### config.mk
export PLATFORM = sky130hd
export DESIGN_NAME = bta_top
export DESIGN_NICKNAME = d
export VERILOG_FILES = /design/src/rtl/bta_pkg.sv /design/src/rtl/bta_legal.sv /design/src/rtl/bta_addr.sv /design/src/rtl/bta_oreg.sv /design/src/rtl/bta_top.sv
export SDC_FILE = /design/constraint.sdc
export NUM_CORES = 1
export LEC_CHECK = 0
export ABC_AREA = 1
export ABC_CLOCK_PERIOD_IN_PS = 2000
export BUFFER_PORTS_ARGS = -buffer_cell sky130_fd_sc_hd__buf_2
export CAP_MARGIN = 20
export CELL_PAD_IN_SITES_DETAIL_PLACEMENT = 1
export CELL_PAD_IN_SITES_GLOBAL_PLACEMENT = 2
export CORE_ASPECT_RATIO = 0.5
export CORE_MARGIN = 3
export CORE_UTILIZATION = 25
export DETAILED_ROUTE_END_ITERATION = 12
export PLACE_DENSITY = 0.77
export SETUP_SLACK_MARGIN = 0.4
export SLEW_MARGIN = 30
export SYNTH_ARGS = -nofsm -noshare
export SYNTH_HDL_FRONTEND = slang
export SYNTH_SLANG_ARGS = --single-unit
export TNS_END_PERCENT = 30
### constraint.sdc
create_clock -name clk -period 2 [get_ports clk]
set_input_delay 0.4 -clock clk [delete_from_list [all_inputs] [get_ports clk]]
set_output_delay 0.4 -clock clk [all_outputs]
set_load 0.02 [all_outputs]
### src/rtl/bta_pkg.sv
package bta_pkg;
  typedef enum logic [2:0] {
    F_ABS    = 3'd0,
    F_REL    = 3'd1,
    F_TBL_DE = 3'd2,
    F_TBL_XA = 3'd3,
    F_REG_DE = 3'd4,
    F_REG_XA = 3'd5,
    F_CMP    = 3'd6,
    F_EXT    = 3'd7
  } brform_e;

  localparam int unsigned FORM_COUNT = 8;
  localparam int unsigned LEN_W = 2;
  localparam int unsigned CYC_W = 2;
endpackage

### src/rtl/bta_legal.sv
module bta_legal
  import bta_pkg::*;
#(
  parameter int unsigned NIB_W = 4,
  parameter logic [FORM_COUNT-1:0] MODE0_MASK = 8'h7F,
  parameter logic [FORM_COUNT-1:0] MODE1_MASK = 8'hFE
) (
  input  logic [2:0]       form,
  input  logic             mode,
  input  logic [NIB_W-1:0] reg_b,
  output logic             illegal,
  output logic [LEN_W-1:0] len,
  output logic [CYC_W-1:0] cyc
);
  logic [FORM_COUNT-1:0] allow_vec;
  logic                  mode_ok;
  logic                  b_clear;
  logic                  needs_b;
  logic [LEN_W-1:0]      len_raw;
  logic [CYC_W-1:0]      cyc_raw;

  // One legality bit per form, picked by mode.
  for (genvar g = 0; g < FORM_COUNT; g++) begin : g_allow
    assign allow_vec[g] = mode ? MODE1_MASK[g] : MODE0_MASK[g];
  end

  assign mode_ok = allow_vec[form];
  assign b_clear = (reg_b == '0);
  assign needs_b = (form == F_REG_DE) || (form == F_REG_XA);

  always_comb begin
    len_raw = '0;
    cyc_raw = '0;
    case (brform_e'(form))
      F_ABS, F_EXT:       begin len_raw = 2'd3; cyc_raw = 2'd3; end
      F_REL:              begin len_raw = 2'd1; cyc_raw = 2'd2; end
      F_TBL_DE, F_TBL_XA: begin len_raw = 2'd2; cyc_raw = 2'd3; end
      F_REG_DE, F_REG_XA: begin len_raw = 2'd2; cyc_raw = 2'd3; end
      F_CMP:              begin len_raw = 2'd2; cyc_raw = 2'd2; end
      default:            begin len_raw = '0;   cyc_raw = '0;   end
    endcase
  end

  assign illegal = !mode_ok || (needs_b && !b_clear);
  assign len     = illegal ? '0 : len_raw;
  assign cyc     = illegal ? '0 : cyc_raw;
endmodule

### src/rtl/bta_addr.sv
module bta_addr
  import bta_pkg::*;
#(
  parameter int unsigned PC_W  = 11,
  parameter int unsigned NIB_W = 4,
  parameter int unsigned REL_W = 6
) (
  input  logic [2:0]       form,
  input  logic             hold,
  input  logic [PC_W-1:0]  pc,
  input  logic [PC_W-1:0]  imm,
  input  logic [NIB_W-1:0] reg_c,
  input  logic [NIB_W-1:0] reg_d,
  input  logic [NIB_W-1:0] reg_e,
  input  logic [NIB_W-1:0] reg_x,
  input  logic [NIB_W-1:0] reg_a,
  output logic [PC_W-1:0]  target
);
  localparam int unsigned PAIR_W = 2 * NIB_W;
  localparam int unsigned PAGE_W = PC_W - PAIR_W;
  localparam int unsigned QUAD_W = 3 * NIB_W;

  logic [PAIR_W-1:0] pair_de;
  logic [PAIR_W-1:0] pair_xa;
  logic [QUAD_W-1:0] trip_cde;
  logic [QUAD_W-1:0] trip_cxa;
  logic [PC_W-1:0]   rel_off;
  logic [PC_W-1:0]   rel_tgt;
  logic [PC_W-1:0]   tbl_de;
  logic [PC_W-1:0]   tbl_xa;
  logic [PC_W-1:0]   raw;

  assign pair_de  = {reg_d, reg_e};
  assign pair_xa  = {reg_x, reg_a};
  assign trip_cde = {reg_c, reg_d, reg_e};
  assign trip_cxa = {reg_c, reg_x, reg_a};

  // Sign-extend the short offset and add it to the next instruction address.
  assign rel_off = {{(PC_W-REL_W){imm[REL_W-1]}}, imm[REL_W-1:0]};
  assign rel_tgt = pc + PC_W'(1) + rel_off;

  // Table forms keep the page bits of the current PC.
  assign tbl_de = {pc[PC_W-1 -: PAGE_W], pair_de};
  assign tbl_xa = {pc[PC_W-1 -: PAGE_W], pair_xa};

  always_comb begin
    case (brform_e'(form))
      F_ABS, F_EXT, F_CMP: raw = imm;
      F_REL:               raw = rel_tgt;
      F_TBL_DE:            raw = tbl_de;
      F_TBL_XA:            raw = tbl_xa;
      F_REG_DE:            raw = trip_cde[PC_W-1:0];
      F_REG_XA:            raw = trip_cxa[PC_W-1:0];
      default:             raw = pc;
    endcase
  end

  assign target = hold ? pc : raw;
endmodule

### src/rtl/bta_oreg.sv
module bta_oreg
  import bta_pkg::*;
#(
  parameter int unsigned PC_W = 11
) (
  input  logic             clk,
  input  logic             rst_n,
  input  logic             in_valid,
  output logic             in_ready,
  input  logic [PC_W-1:0]  in_pc,
  input  logic [LEN_W-1:0] in_len,
  input  logic [CYC_W-1:0] in_cyc,
  input  logic             in_illegal,
  output logic             out_valid,
  input  logic             out_ready,
  output logic [PC_W-1:0]  out_pc,
  output logic [LEN_W-1:0] out_len,
  output logic [CYC_W-1:0] out_cyc,
  output logic             out_illegal
);
  logic load;

  assign in_ready = !out_valid || out_ready;
  assign load     = in_valid && in_ready;

  always_ff @(posedge clk) begin
    if (!rst_n) begin
      out_valid <= 1'b0;
    end else if (in_ready) begin
      out_valid <= in_valid;
    end
  end

  always_ff @(posedge clk) begin
    if (!rst_n) begin
      out_pc      <= '0;
      out_len     <= '0;
      out_cyc     <= '0;
      out_illegal <= 1'b0;
    end else if (load) begin
      out_pc      <= in_pc;
      out_len     <= in_len;
      out_cyc     <= in_cyc;
      out_illegal <= in_illegal;
    end
  end

  // the result register comes out of reset empty.
  a_r1_empty_after_reset: assert property (@(posedge clk)
    !rst_n |=> !out_valid);

  // a stalled result does not move.
  a_r3_hold_stable: assert property (@(posedge clk) disable iff (!rst_n)
    (out_valid && !out_ready) |=>
      (out_valid && $stable(out_pc) && $stable(out_len) &&
       $stable(out_cyc) && $stable(out_illegal)));

  // a zero length goes with the illegal flag and nothing else.
  a_r10_len_flag_agree: assert property (@(posedge clk) disable iff (!rst_n)
    out_valid |-> (out_illegal == (out_len == '0)));
endmodule

### src/rtl/bta_top.sv
module bta_top
  import bta_pkg::*;
#(
  parameter int unsigned PC_W  = 11,
  parameter int unsigned NIB_W = 4,
  parameter int unsigned REL_W = 6,
  parameter logic [FORM_COUNT-1:0] MODE0_MASK = 8'h7F,
  parameter logic [FORM_COUNT-1:0] MODE1_MASK = 8'hFE
) (
  input  logic             clk,
  input  logic             rst_n,
  input  logic             req_valid,
  output logic             req_ready,
  input  logic [2:0]       req_form,
  input  logic             req_mode,
  input  logic [PC_W-1:0]  req_pc,
  input  logic [PC_W-1:0]  req_imm,
  input  logic [NIB_W-1:0] reg_b,
  input  logic [NIB_W-1:0] reg_c,
  input  logic [NIB_W-1:0] reg_d,
  input  logic [NIB_W-1:0] reg_e,
  input  logic [NIB_W-1:0] reg_x,
  input  logic [NIB_W-1:0] reg_a,
  output logic             rsp_valid,
  input  logic             rsp_ready,
  output logic [PC_W-1:0]  rsp_pc,
  output logic [1:0]       rsp_len,
  output logic [1:0]       rsp_cyc,
  output logic             rsp_illegal
);
  logic             bad_w;
  logic [LEN_W-1:0] len_w;
  logic [CYC_W-1:0] cyc_w;
  logic [PC_W-1:0]  tgt_w;

  bta_legal #(
    .NIB_W(NIB_W), .MODE0_MASK(MODE0_MASK), .MODE1_MASK(MODE1_MASK)
  ) u_legal (
    .form(req_form), .mode(req_mode), .reg_b(reg_b),
    .illegal(bad_w), .len(len_w), .cyc(cyc_w)
  );

  bta_addr #(
    .PC_W(PC_W), .NIB_W(NIB_W), .REL_W(REL_W)
  ) u_addr (
    .form(req_form), .hold(bad_w), .pc(req_pc), .imm(req_imm),
    .reg_c(reg_c), .reg_d(reg_d), .reg_e(reg_e), .reg_x(reg_x), .reg_a(reg_a),
    .target(tgt_w)
  );

  bta_oreg #(.PC_W(PC_W)) u_oreg (
    .clk(clk), .rst_n(rst_n),
    .in_valid(req_valid), .in_ready(req_ready),
    .in_pc(tgt_w), .in_len(len_w), .in_cyc(cyc_w), .in_illegal(bad_w),
    .out_valid(rsp_valid), .out_ready(rsp_ready),
    .out_pc(rsp_pc), .out_len(rsp_len), .out_cyc(rsp_cyc),
    .out_illegal(rsp_illegal)
  );

  // a taken request shows up as a result on the next edge.
  a_r2_result_follows: assert property (@(posedge clk) disable iff (!rst_n)
    (req_valid && req_ready) |=> rsp_valid);

  // a rejected request leaves the program counter where it was.
  a_r8_pc_held: assert property (@(posedge clk) disable iff (!rst_n)
    (req_valid && req_ready && bad_w) |=>
      (rsp_illegal && rsp_pc == $past(req_pc)));
endmodule

==> Word level (Yosys, flattened, before mapping) <==
Memories as Yosys holds them, arrays and structs flattened.
Cells that the tools add are included.
{ "word_totals": {"mem_bits_ro": 24, "out_inout_bits": 18, "latch_bits": 0, "reg_bits": 17, "elab_cells": 35, "n_memories": 1, "in_bits": 54, "ramBits": 0} }
{ "mem_list": {"columns": ["memory", "words", "word_bits", "rd", "rd_clocked_by_memory_dff", "wr", "line", "source"], "rows": [
  ["(name not given)", 8, 3, 1, 0, 0, "bta_legal.sv:34", "case (brform_e'(form))"]
]} }
{ "classes": {"order_cmp": 1, "muxes": 8, "bitwise_logic": 0, "eq_ne": 7, "reduce_logical": 11, "n_addsub": 2, "multipliers": 0, "shifts": 0, "div": 0} }
{ "ops": {"columns": ["operator", "count"], "rows": [
  ["case mux 11 bit (6 select lines)", 1],
  ["== test 3 bit (second input constant)", 4],
  ["adder 11 x 1 -> 11 bit (second input constant)", 1],
  ["adder 11 bit", 1],
  ["2-to-1 mux 11 bit", 1],
  ["== test 3 x 2 -> 1 bit (second input constant)", 2],
  ["zero test 4 bit", 1],
  ["< comparator 3 x 4 -> 1 bit (second input constant)", 1],
  ["2-to-1 mux 2 bit", 2],
  ["binary-select mux 1 bit (select 3 bit)", 1],
  ["== test 3 x 1 -> 1 bit (second input constant)", 1],
  ["zero test 1 bit", 3],
  ["zero test 3 bit", 1],
  ["logical OR 1 bit", 3],
  ["2-to-1 mux 1 bit", 3],
  ["OR reduction 3 bit", 1],
  ["logical AND 1 bit", 2]
]} }

==> Logic depth before layout (Yosys ltp) <==
Gate-level depths: netlist of run 1.
{ "logic_depth": {"word_depth": 6, "ltp_mapped": 14, "mapped_depth_nobuf": 14} }

==> By module <==
Synthesis of run 1 repeated with hierarchy kept, for this count alone.
{ "unflattened": {"hier_cells": 340, "hier_area_um2": 2031.9} }
{ "by_module_without_submodules": {"columns": ["module", "area_per_inst_um2", "cells_each", "instances", "seq_area_each_um2"], "rows": [
  ["bta_addr", 1056.0, 207, 1, 0.0],
  ["bta_oreg", 869.6, 110, 1, 340.3],
  ["bta_legal", 106.4, 23, 1, 0.0]
]} }

==> Least setup slack after synthesis of run 1 <==
Ideal clock, no wire load.
{ "synth_timing": {"path_type": "input -> register", "start": "in req_pc[0]", "end": "reg u_oreg.out_pc[8]", "arrival_time_ns": 1.667, "path_slack_ns": 0.211, "stages": 13, "path_buffers": 0, "setup_ns": 0.122, "t_required_ns": 1.878, "path_cell_list": "inv_1 -> ha_1 -> inv_1 -> fa_1 -> nand2_1 -> nand3_1 -> and2_1 -> nand2_1 -> nand3b_1 -> nand3_1 -> nand2_1 -> nand2_1 -> a21oi_2"} }
{ "synth_between": {"elab_chain_cells": 4} }
{ "synth_rtl": {"columns": ["element", "line", "source"], "rows": [
  ["start: declaration", "bta_top.sv:16", "input logic [PC_W-1:0] req_pc,"],
  ["adder 11 x 1 -> 11 bit", "bta_addr.sv:40", "assign rel_tgt = pc + PC_W'(1) + rel_off;"],
  ["adder 11 bit", "bta_addr.sv:40", null],
  ["case mux 11 bit (6 select lines)", "bta_addr.sv:47", "case (brform_e'(form))"],
  ["2-to-1 mux 11 bit", "bta_addr.sv:58", "assign target = hold ? pc : raw;"],
  ["end signal: assignment", "bta_oreg.sv:41", "out_pc <= in_pc;"],
  ["end: declaration", "bta_oreg.sv:16", "output logic [PC_W-1:0] out_pc,"]
]} }
Every way passes these cells.
A chain may end at the register's enable or synchronous reset.

==> Final worst setup path of run 1 <==
{ "layout_timing": {"start": "in req_imm[0]", "end": "reg u_oreg.out_pc[4]"} }
{ "layout_between": {"elab_chain_cells": 3} }
{ "layout_rtl": {"columns": ["element", "line", "source"], "rows": [
  ["start: declaration", "bta_top.sv:17", "input logic [PC_W-1:0] req_imm,"],
  ["adder 11 bit", "bta_addr.sv:40", null],
  ["case mux 11 bit (6 select lines)", "bta_addr.sv:47", null],
  ["2-to-1 mux 11 bit", "bta_addr.sv:58", null]
]} }
Every way passes these cells.

==> results of run 1 <==
==> what timing repair did <==
item / in CTS / in global routing
resized for setup: 13 / 28
gates cloned: 0 / 0
buffers inserted: 2 / 4
endpoints found under the setup margin: 8 / 11
pin swaps: 4 / 7
endpoints found under the hold margin: 0 / 0
==> per-stage QoR <==
step | util [%] | area, µm² | TNS [ns]
after floorplan | - | 1803 | 0
after global routing | 37.78 | 2581 | 0
after CTS | 35.13 | 2400 | 0
final | 37.78 | 2581 | 0
after global placement | 33.08 | 2260 | 0
after detailed placement | 33.08 | 2260 | -0.05439
==> power by group through the flow <==
stage                     sequential [W]  combinational, W  clock [W]
final                           0.000384          0.000621   0.000411
after CTS                       0.000384          0.000563   0.000419
after floorplan                 0.000425          0.000325          0
after detailed placement        0.000391          0.000543          0
after global placement          0.000390          0.000529          0
after global routing            0.000388          0.000695   0.000426
==> cell type report <==
class	count	share of cell area [%]
Sequential cell	17	13.18
Multi-Input combinational cell	225	55.55
Inverter	29	4.605
Timing Repair Buffer	87	19.10
Clock buffer	3	2.908
Clock inverter	1	0.1939
Tap cell	92	4.460
==> Yosys cell counts (all sizes together) <==
cell type   n
nand2      89
a21oi      41
inv        29
nor2       28
nand3      21
dfxtp      17
o21ai      15
ha         10
buf         7
a22oi       5
nand3b      4
nand4       4
clkbuf      2
o211ai      2
a31o        1
and2        1
fa          1
nor3        1
or2         1
xnor2       1
==> sequential cells by signal, indices dropped and copies added, names as in the netlist <==
name	cells
u_oreg.out_len	2
u_oreg.out_cyc	2
u_oreg.out_illegal	1
u_oreg.out_pc	11
u_oreg.out_valid	1
==> routing by layer <==
layer  part of all wire (%)  track usage [%]
met1                     48            20.78
met2                     49            27.58
met3                    1.8            1.532
met4                   0.45            2.406
met5                      0                0
==> critical path, cell delays in order <==
cell and delay (ns):
buf_6 0.10, inv_4 0.05, ha_4 0.13, inv_4 0.04
fa_2 0.34, nand2_2 0.10, nand3_2 0.05, and2_4 0.16
nand2_1 0.07, nand2_2 0.05, o211ai_2 0.13, nand2_1 0.08
a21oi_1 0.14
==> final timing paths <==
path,endpoint,slack (ns),cells after the start
max,u_oreg.out_pc[4],0.33,13
min,u_oreg.out_pc[0],0.45,3
max reg2reg,u_oreg.out_pc[9],0.77,5
min reg2reg,u_oreg.out_cyc[1],0.47,2
==> cell families (layout without fill, tap and decap cells) <==
logic type,count (synthesis),count (layout),share of synthesized area (%)
AO/OA/AOI/OAI,64,64,23.52
XOR/XNOR,1,1,0.4872
adder cells (fa/ha/maj),11,11,8.072
buffers and inverters,38,120,11.41
flip-flops,17,17,18.93
AND/OR/NAND/NOR,149,149,37.58
==> out/results.txt, run 1 <==
WHS = 0.4520 ns
First-pass GRT wire length = 10450 µm
Pin count of the biggest net entering global routing = 14
Final RePlAce weighted congestion = 0.7783
Worst Tran Pin Value = 0.3620 ns
Register bit count reported by yosys = 17
Worst endpoint required time = 2.18 ns
Total GRT Usage = 15.46%
RSZ-0062 raised after global routing = true
Crit path from = req_imm[0]
Die H = 65.97 µm
Comb pwr share = 43.9%
Crit path kind = input pin to flop
Synth area leaders = dfxtp_1, nand2_1, a21oi_2
Mapped Cells = 280
Number of CTS-inserted buffers = 3
Area of the die = 0.008307 mm²
Routed vias/inst = 4.632
CP arrival = 1.85 ns
Mean Syn Cell Area = 6.421 µm²
Worst skew pair latency = 0.25 ns
Sw Ratio = 36.84%
Clock transition at path regs = 0.05 ns
Initial antenna violation count = 0
Residual DRC count = 0
Clock net sink count = 17
Syn-to-layout area delta = 43.56%
Clk buf depth = 2
Synth warn = 0
FP Rows = 21
Cell variety after synth = 34
PwrDens = 548.4 mW/mm²
Worst min-delay path category = input pin to flop
Sequential power share = 27.1%
Total grt overflow = 0
Clk root buf = clkbuf_16
Pre-CTS setup slack = -0.05004 ns
Hold path startpoint = req_imm[0]
Final period util = 83.34%
Flip-flop and latch area = 340.3 µm²
Post-DP HPWL = 5370 µm
Power, Total = 0.001416 W
Status = finished clean
Inst Count DP = 444
VDD IR max = 0.2505 mV
Fmax achieved = 599.9 MHz
Most common cell after layout, fill and taps aside = nand2_1
Fillers = 913
CP max FO = 4
Clock share of power = 29.0%
DR iter-0 viols = 52
Via count = 2103
Fin nets = 428
Area of the mapped netlist = 0.001798 mm²
Drt total wl = 6622 µm
Multi-input logic area = 0.001434 mm²
Final hold vios = 0
Highest-count cells in the layout ignoring fill and taps = nand2_1, buf_2, nor2_1
WL per Instance = 14.59 µm
Critical Path End Type = flop
Die W = 125.9 µm
MaxCap Viol Count = 0
Int Pwr = 0.0008941 W
Core area = 0.006832 mm²
Share of layout cells above drive strength 1 = 43.92%
Area fraction of the dominant cell type after synthesis = 18.93%
CTS tree = done
Port Buffers = 70
Reg-to-reg startpoint = u_oreg.out_valid
Worst slew margin = 75.84%
Seq/Total Area, Yosys = 18.93%
Switching pwr = 0.0005215 W
Fin cells = 454
Initial core utilization = 26.32%
Pins Over Slew Limit = 0
Crit start category = input pin
Fin crit period = 1.667 ns
Boundary Pins = 72
Layout Skew = 0.002946 ns
CTS Hold Bufs = 0
Leading area contributor after synthesis = dfxtp_1
Worst Slack Setup Final = 0.3331 ns
# diodes = 0
Post-route ant nets = 0
H-Tree Depth = 1
Setup-failing EPs final = 0
Initial DRT Pass Iterations = 4
Number of global-route vias before repair = 2132
P_leak = 1.244 nW
Synth Net Count = 345
No activity file was read; power rests on OpenSTA's default activity.
==> run 2, diff against run 1 <==
--- a/config.mk
+++ b/config.mk
@@ -6,7 +6,7 @@
 export NUM_CORES = 1
 export LEC_CHECK = 0
 export ABC_AREA = 1
-export ABC_CLOCK_PERIOD_IN_PS = 2000
+export ABC_CLOCK_PERIOD_IN_PS = 1600
 export BUFFER_PORTS_ARGS = -buffer_cell sky130_fd_sc_hd__buf_2
 export CAP_MARGIN = 20
 export CELL_PAD_IN_SITES_DETAIL_PLACEMENT = 1
==> constraint.sdc (replaced) <==
create_clock -name clk -period 1.6 [get_ports clk]
set_input_delay 0.32 -clock clk [delete_from_list [all_inputs] [get_ports clk]]
set_output_delay 0.32 -clock clk [all_outputs]
set_load 0.02 [all_outputs]
==> run 2 against run 1 <==
Compared with the run above:
- the run now ends with setup timing left
- final cell count increased by 4.6%
- count of clock-buffer cells in the layout up 1
- wire length rose by 5.9%
- utilization up 3.4 points
- combinational power rose by 37%
- clock power rose by 22%
- worst setup slack got worse by 0.35 ns
- hold slack lost 0.080 ns
- global-route usage is 1.2 points higher
==> out/results.txt, run 2 (synthesized netlist as in run 1, its figures left out) <==
Sequential power share = 26.3%
Worst path max stage delay = 0.37 ns
Fin cells = 475
Worst Slack Setup Final = -0.01560 ns
Crit start category = input pin
Worst min-delay path category = input pin to flop
Int Pwr = 0.001175 W
Power, Total = 0.001834 W
H-Tree Depth = 1
RSZ-0062 raised after global routing = true
Final hold vios = 0
Initial antenna violation count = 0
First-pass GRT wire length = 11360 µm
Die H = 65.97 µm
Layout Skew = 0.0009028 ns
Initial DRT Pass Iterations = 4
Die W = 125.9 µm
Critical-path top delay cell = fa_2
CP max FO = 4
Setup-failing EPs final = 2
Comb pwr share = 46.4%
Via count = 2245
Boundary Pins = 72
Worst path cell trace = buf_12 > inv_12 > ha_4 > inv_4 > fa_2 > nand2_2 > nand3_2 > and2_4 > nand2_2 > nand2_1 > nand2_1 > nand3_2 > nand2_1 > nand2_1 > a21oi_2
Switching pwr = 0.0006591 W
PwrDens = 651.7 mW/mm²
Total GRT Usage = 16.69%
# diodes = 0
Most common cell after layout, fill and taps aside = nand2_1
Pin count of the biggest net entering global routing = 18
CTS tree = done
Residual DRC count = 0
Clk buf depth = 2
Clk root buf = clkbuf_16
Fin nets = 449
Pins Over Slew Limit = 0
FP Rows = 21
Max reg flops = 11
WHS = 0.3722 ns
Inst Count DP = 466
Crit path kind = input pin to flop
Sw Ratio = 35.94%
Buf/Inv on CP = 3
Delay-heaviest family, CP = simple AND/OR/NAND/NOR gates
Clock net sink count = 17
CP arrival = 1.80 ns
Worst Tran Pin Value = 0.2529 ns
Syn-to-layout area delta = 56.51%
Fin crit period = 1.616 ns
Core area = 0.006832 mm²
Drt total wl = 7016 µm
Port Buffers = 70
Fmax achieved = 619.0 MHz
CTS Hold Bufs = 0
Final RePlAce weighted congestion = 0.8202
Post-DP HPWL = 5646 µm
Pre-CTS setup slack = -0.3620 ns
Worst slew margin = 83.14%
Number of CTS-inserted buffers = 3
Routed vias/inst = 4.726
Area of the die = 0.008307 mm²
Worst endpoint required time = 1.78 ns
CP most frequent cell = nand2_1
Clock transition at path regs = 0.05 ns
DR iter-0 viols = 95
Highest-count cells in the layout ignoring fill and taps = nand2_1, buf_2, buf_4
Largest registers = u_oreg.out_pc: 11 flops, u_oreg.out_cyc: 2 flops, u_oreg.out_len: 2 flops
P_leak = 1.360 nW
Final period util = 101.0%
Number of global-route vias before repair = 2352
Worst skew pair latency = 0.25 ns
Initial core utilization = 26.32%
Post-route ant nets = 0
Reg with most FFs = u_oreg.out_pc
VDD IR max = 0.4634 mV
Fillers = 895
WL per Instance = 14.77 µm
Status = finished, violations left
Failing checks = setup timing
Total grt overflow = 0
MaxCap Viol Count = 0
Critical Path End Type = flop
Clock share of power = 27.4%
R2r setup slk = 0.44 ns
Share of layout cells above drive strength 1 = 46.74%
[run 2: power by group through the flow]
| stage | registers, W | clock network, W | logic [W] |
|---|---|---|---|
| after CTS | 0.000480 | 0.000514 | 0.000830 |
| final | 0.000482 | 0.000502 | 0.000850 |
| after global placement | 0.000487 | 0 | 0.000730 |
| after global routing | 0.000485 | 0.000539 | 0.000944 |
| after detailed placement | 0.000489 | 0 | 0.000751 |
| after floorplan | 0.000531 | 0 | 0.000414 |
[run 2: repair_timing]
item / in CTS / in global routing
setup buffers: 5 / 0
gates resized for setup: 30 / 15
endpoints found under the setup margin: 14 / 15
pin swaps: 11 / 12
[run 2: worst register-to-register path, delay by kind of cell, from the launching register on]
kind	cells	cell delay [ns]
flops	1	0.34
compound gates	2	0.32
buf+inv	1	0.20
simple gates	2	0.18
[run 2: per-stage QoR]
step | instance area [µm²] | util [%] | setup TNS, ns
after floorplan | 1841 | - | 0
after global placement | 2475 | 36.23 | -1.661
after detailed placement | 2475 | 36.23 | -2.084
after CTS | 2763 | 40.44 | -0.1136
after global routing | 2814 | 41.19 | -0.4785
final | 2814 | 41.19 | -0.03086
[run 2: path summary, 6_finish.rpt]
check | cells past startpoint | end | startpoint
max | 15 | u_oreg.out_pc[6] | req_pc[0]
min reg2reg | 2 | u_oreg.out_len[1] | u_oreg.out_len[1]
min | 3 | u_oreg.out_pc[0] | req_imm[0]
max reg2reg | 5 | u_oreg.out_pc[6] | u_oreg.out_valid
[run 2: cell type report]
cell class | instances | area (µm²) | share of cell area [%]
inverters | 29 | 137.6 | 4.891
multi-input cells | 225 | 1454 | 51.67
well taps | 92 | 115.1 | 4.091
clock buffers | 4 | 78.83 | 2.801
repair buffers | 108 | 686.9 | 24.41
flip-flops and latches | 17 | 341.6 | 12.14
[run 2: routing by layer]
metal / vias up / part of all wire (%) / GRT usage (%)
met5: - / 0 / 0
met4: 0 / 0.24 / 0.8021
met3: 2 / 1.2 / 1.613
met2: 15 / 52 / 31.75
met1: 1101 / 46 / 21.67
li1: 1127 / - / -
==> run 3, diff against run 2 <==
--- a/config.mk
+++ b/config.mk
@@ -14,9 +14,11 @@
 export CORE_ASPECT_RATIO = 0.5
 export CORE_MARGIN = 3
 export CORE_UTILIZATION = 25
+export CTS_BUF_LIST = sky130_fd_sc_hd__clkbuf_8 sky130_fd_sc_hd__clkbuf_16
 export DETAILED_ROUTE_END_ITERATION = 12
+export GPL_TIMING_DRIVEN = 0
 export PLACE_DENSITY = 0.77
-export SETUP_SLACK_MARGIN = 0.4
+export SETUP_SLACK_MARGIN = 0.15
 export SLEW_MARGIN = 30
 export SYNTH_ARGS = -nofsm -noshare
 export SYNTH_HDL_FRONTEND = slang
==> run 3 against run 2 <==
Compared with the run above:
- the run still ends with setup timing left
- first-iteration DRC count decreased by 22%
- sequential cell count unchanged
- worst setup slack improved by 0.012 ns
- utilization decreased by 3.6 points
- sequential share of layout area is 1.1 points higher
- critical path type unchanged
- hold slack barely moved
- largest power group unchanged
==> out/results.txt, run 3 (synthesized netlist as in run 1, its figures left out) <==
Fin crit period = 1.603 ns
FP Rows = 21
Via count = 2103
Setup-failing EPs final = 1
Routed vias/inst = 4.694
Largest registers = u_oreg.out_pc: 11 flops, u_oreg.out_cyc: 2 flops, u_oreg.out_len: 2 flops
P_leak = 1.233 nW
Worst slew margin = 73.53%
Area of the die = 0.008307 mm²
# diodes = 0
H-Tree Depth = 1
CTS tree = done
Pin count of the biggest net entering global routing = 11
Crit start category = input pin
Clk root buf = clkbuf_16
Final period util = 100.2%
Worst path max stage delay = 0.34 ns
Boundary Pins = 72
Max reg flops = 11
Worst skew pair latency = 0.25 ns
Pins Over Slew Limit = 0
Initial core utilization = 26.32%
Clock transition at path regs = 0.05 ns
Critical-path top delay cell = fa_2
Clock share of power = 28.7%
Port Buffers = 68
Number of global-route vias before repair = 2143
Critical Path End Type = flop
Worst path cell trace = buf_12 > inv_12 > ha_4 > inv_6 > fa_2 > buf_4 > or2_2 > nand3_1 > nand3_1 > nand2_1 > a21oi_1
Pre-CTS setup slack = -0.4348 ns
MaxCap Viol Count = 0
RSZ-0062 raised after global routing = true
CP max FO = 2
Worst endpoint required time = 1.74 ns
Number of CTS-inserted buffers = 3
Power, Total = 0.001752 W
Final RePlAce weighted congestion = 0.8446
Die W = 125.9 µm
Delay-heaviest family, CP = simple AND/OR/NAND/NOR gates
Comb pwr share = 44.0%
Buf/Inv on CP = 4
DR iter-0 viols = 74
Sw Ratio = 36.65%
CP arrival = 1.74 ns
Worst Slack Setup Final = -0.003415 ns
Syn-to-layout area delta = 42.94%
Status = finished, violations left
Fin nets = 422
Residual DRC count = 0
Core area = 0.006832 mm²
Final hold vios = 0
Switching pwr = 0.0006422 W
Sequential power share = 27.3%
Clock net sink count = 17
Fmax achieved = 623.7 MHz
Crit path kind = input pin to flop
VDD IR max = 0.2827 mV
CP most frequent cell = nand3_1
PwrDens = 681.8 mW/mm²
Worst min-delay path category = input pin to flop
Post-DP HPWL = 5555 µm
First-pass GRT wire length = 10720 µm
Die H = 65.97 µm
Layout Skew = 0.001300 ns
Int Pwr = 0.001110 W
Fin Setup TNS = -0.003415 ns
Share of layout cells above drive strength 1 = 40.45%
Initial antenna violation count = 0
Total grt overflow = 0
WL per Instance = 15.15 µm
Initial DRT Pass Iterations = 4
Fin util = 37.62%
Total GRT Usage = 16.00%
Reg with most FFs = u_oreg.out_pc
Drt total wl = 6786 µm
Failing checks = setup timing
Worst Tran Pin Value = 0.3971 ns
Most common cell after layout, fill and taps aside = nand2_1
Clk buf depth = 2
Post-route ant nets = 0
Highest-count cells in the layout ignoring fill and taps = nand2_1, buf_2, inv_1, nor2_1
run 3: cell types whose count changed in the layout (fill, tap and decap cells not counted), sizes merged:
cell	before	now
buf	108	79
clkbuf	4	5
clkinv	1	0
inv	27	30
clkinvlp	1	0
run 3: worst paths after layout:
| kind | startpoint | endpoint | slack (ns) | cells after the start |
|---|---|---|---|---|
| min reg2reg | u_oreg.out_cyc[1] | u_oreg.out_cyc[1] | 0.46 | 2 |
| max reg2reg | u_oreg.out_valid | u_oreg.out_pc[5] | 0.28 | 6 |
| max | req_pc[0] | u_oreg.out_pc[2] | -0.003 | 11 |
| min | rst_n | u_oreg.out_pc[7] | 0.37 | 3 |
run 3: what timing repair did:
action | 4_1_cts | 5_1_grt
hold endpoints to repair | 0 | 0
setup endpoints to repair | 11 | 12
pin swaps | 4 | 5
gates cloned | 0 | 0
resized for setup | 16 | 20
setup buffers | 4 | 0
hold buffers | 0 | 0
run 3: final cells by class:
class | count | area, µm²
Sequential cell | 17 | 340.3
Fill cell | 907 | 4262
Clock inverter | 1 | 3.754
Clock buffer | 3 | 75.07
Multi-Input combinational cell | 225 | 1409
Inverter | 29 | 136.4
Timing Repair Buffer | 72 | 397.9
Tap cell | 92 | 115.1
Buffer | 9 | 92.59
run 3: metal layers:
metal  wire length [µm]  vias to the layer above  GRT usage (%)  share of wire [%]
li1                   -                     1078              -                  -
met1               3221                      995          21.25                 47
met2               3371                       25          29.50                 50
met3                173                        5          1.613                2.5
met4                 20                        0          1.203               0.29
met5                  0                        -              0                  0
run 3: power groups by stage:
stage               clock, W  sequential [W]  combinational [W]
global placement           0        0.000487           0.000676
CTS                 0.000515        0.000480           0.000725
floorplan                  0        0.000531           0.000413
global route        0.000529        0.000484           0.000858
detailed placement         0        0.000489           0.000695
finish              0.000503        0.000479           0.000770
run 3: worst register-to-register path: cells and delay by family, from the launching register on:
kind,cells,cell delay (ns)
flip-flops,1,0.32
buffers and inverters,2,0.29
AO/OA/AOI/OAI,2,0.29
AND/OR/NAND/NOR,2,0.30
run 3: stage by stage:
stage | std cells | hold slack, ns | instance area (µm²)
2_1_floorplan | 280 | 0.4584 | 1836
3_3_place_gp | 440 | 0.4487 | 2291
3_5_place_dp | 440 | 0.4547 | 2291
4_1_cts | 448 | 0.3671 | 2454
5_1_grt | 448 | 0.3799 | 2570
6_report | 448 | 0.3720 | 2570
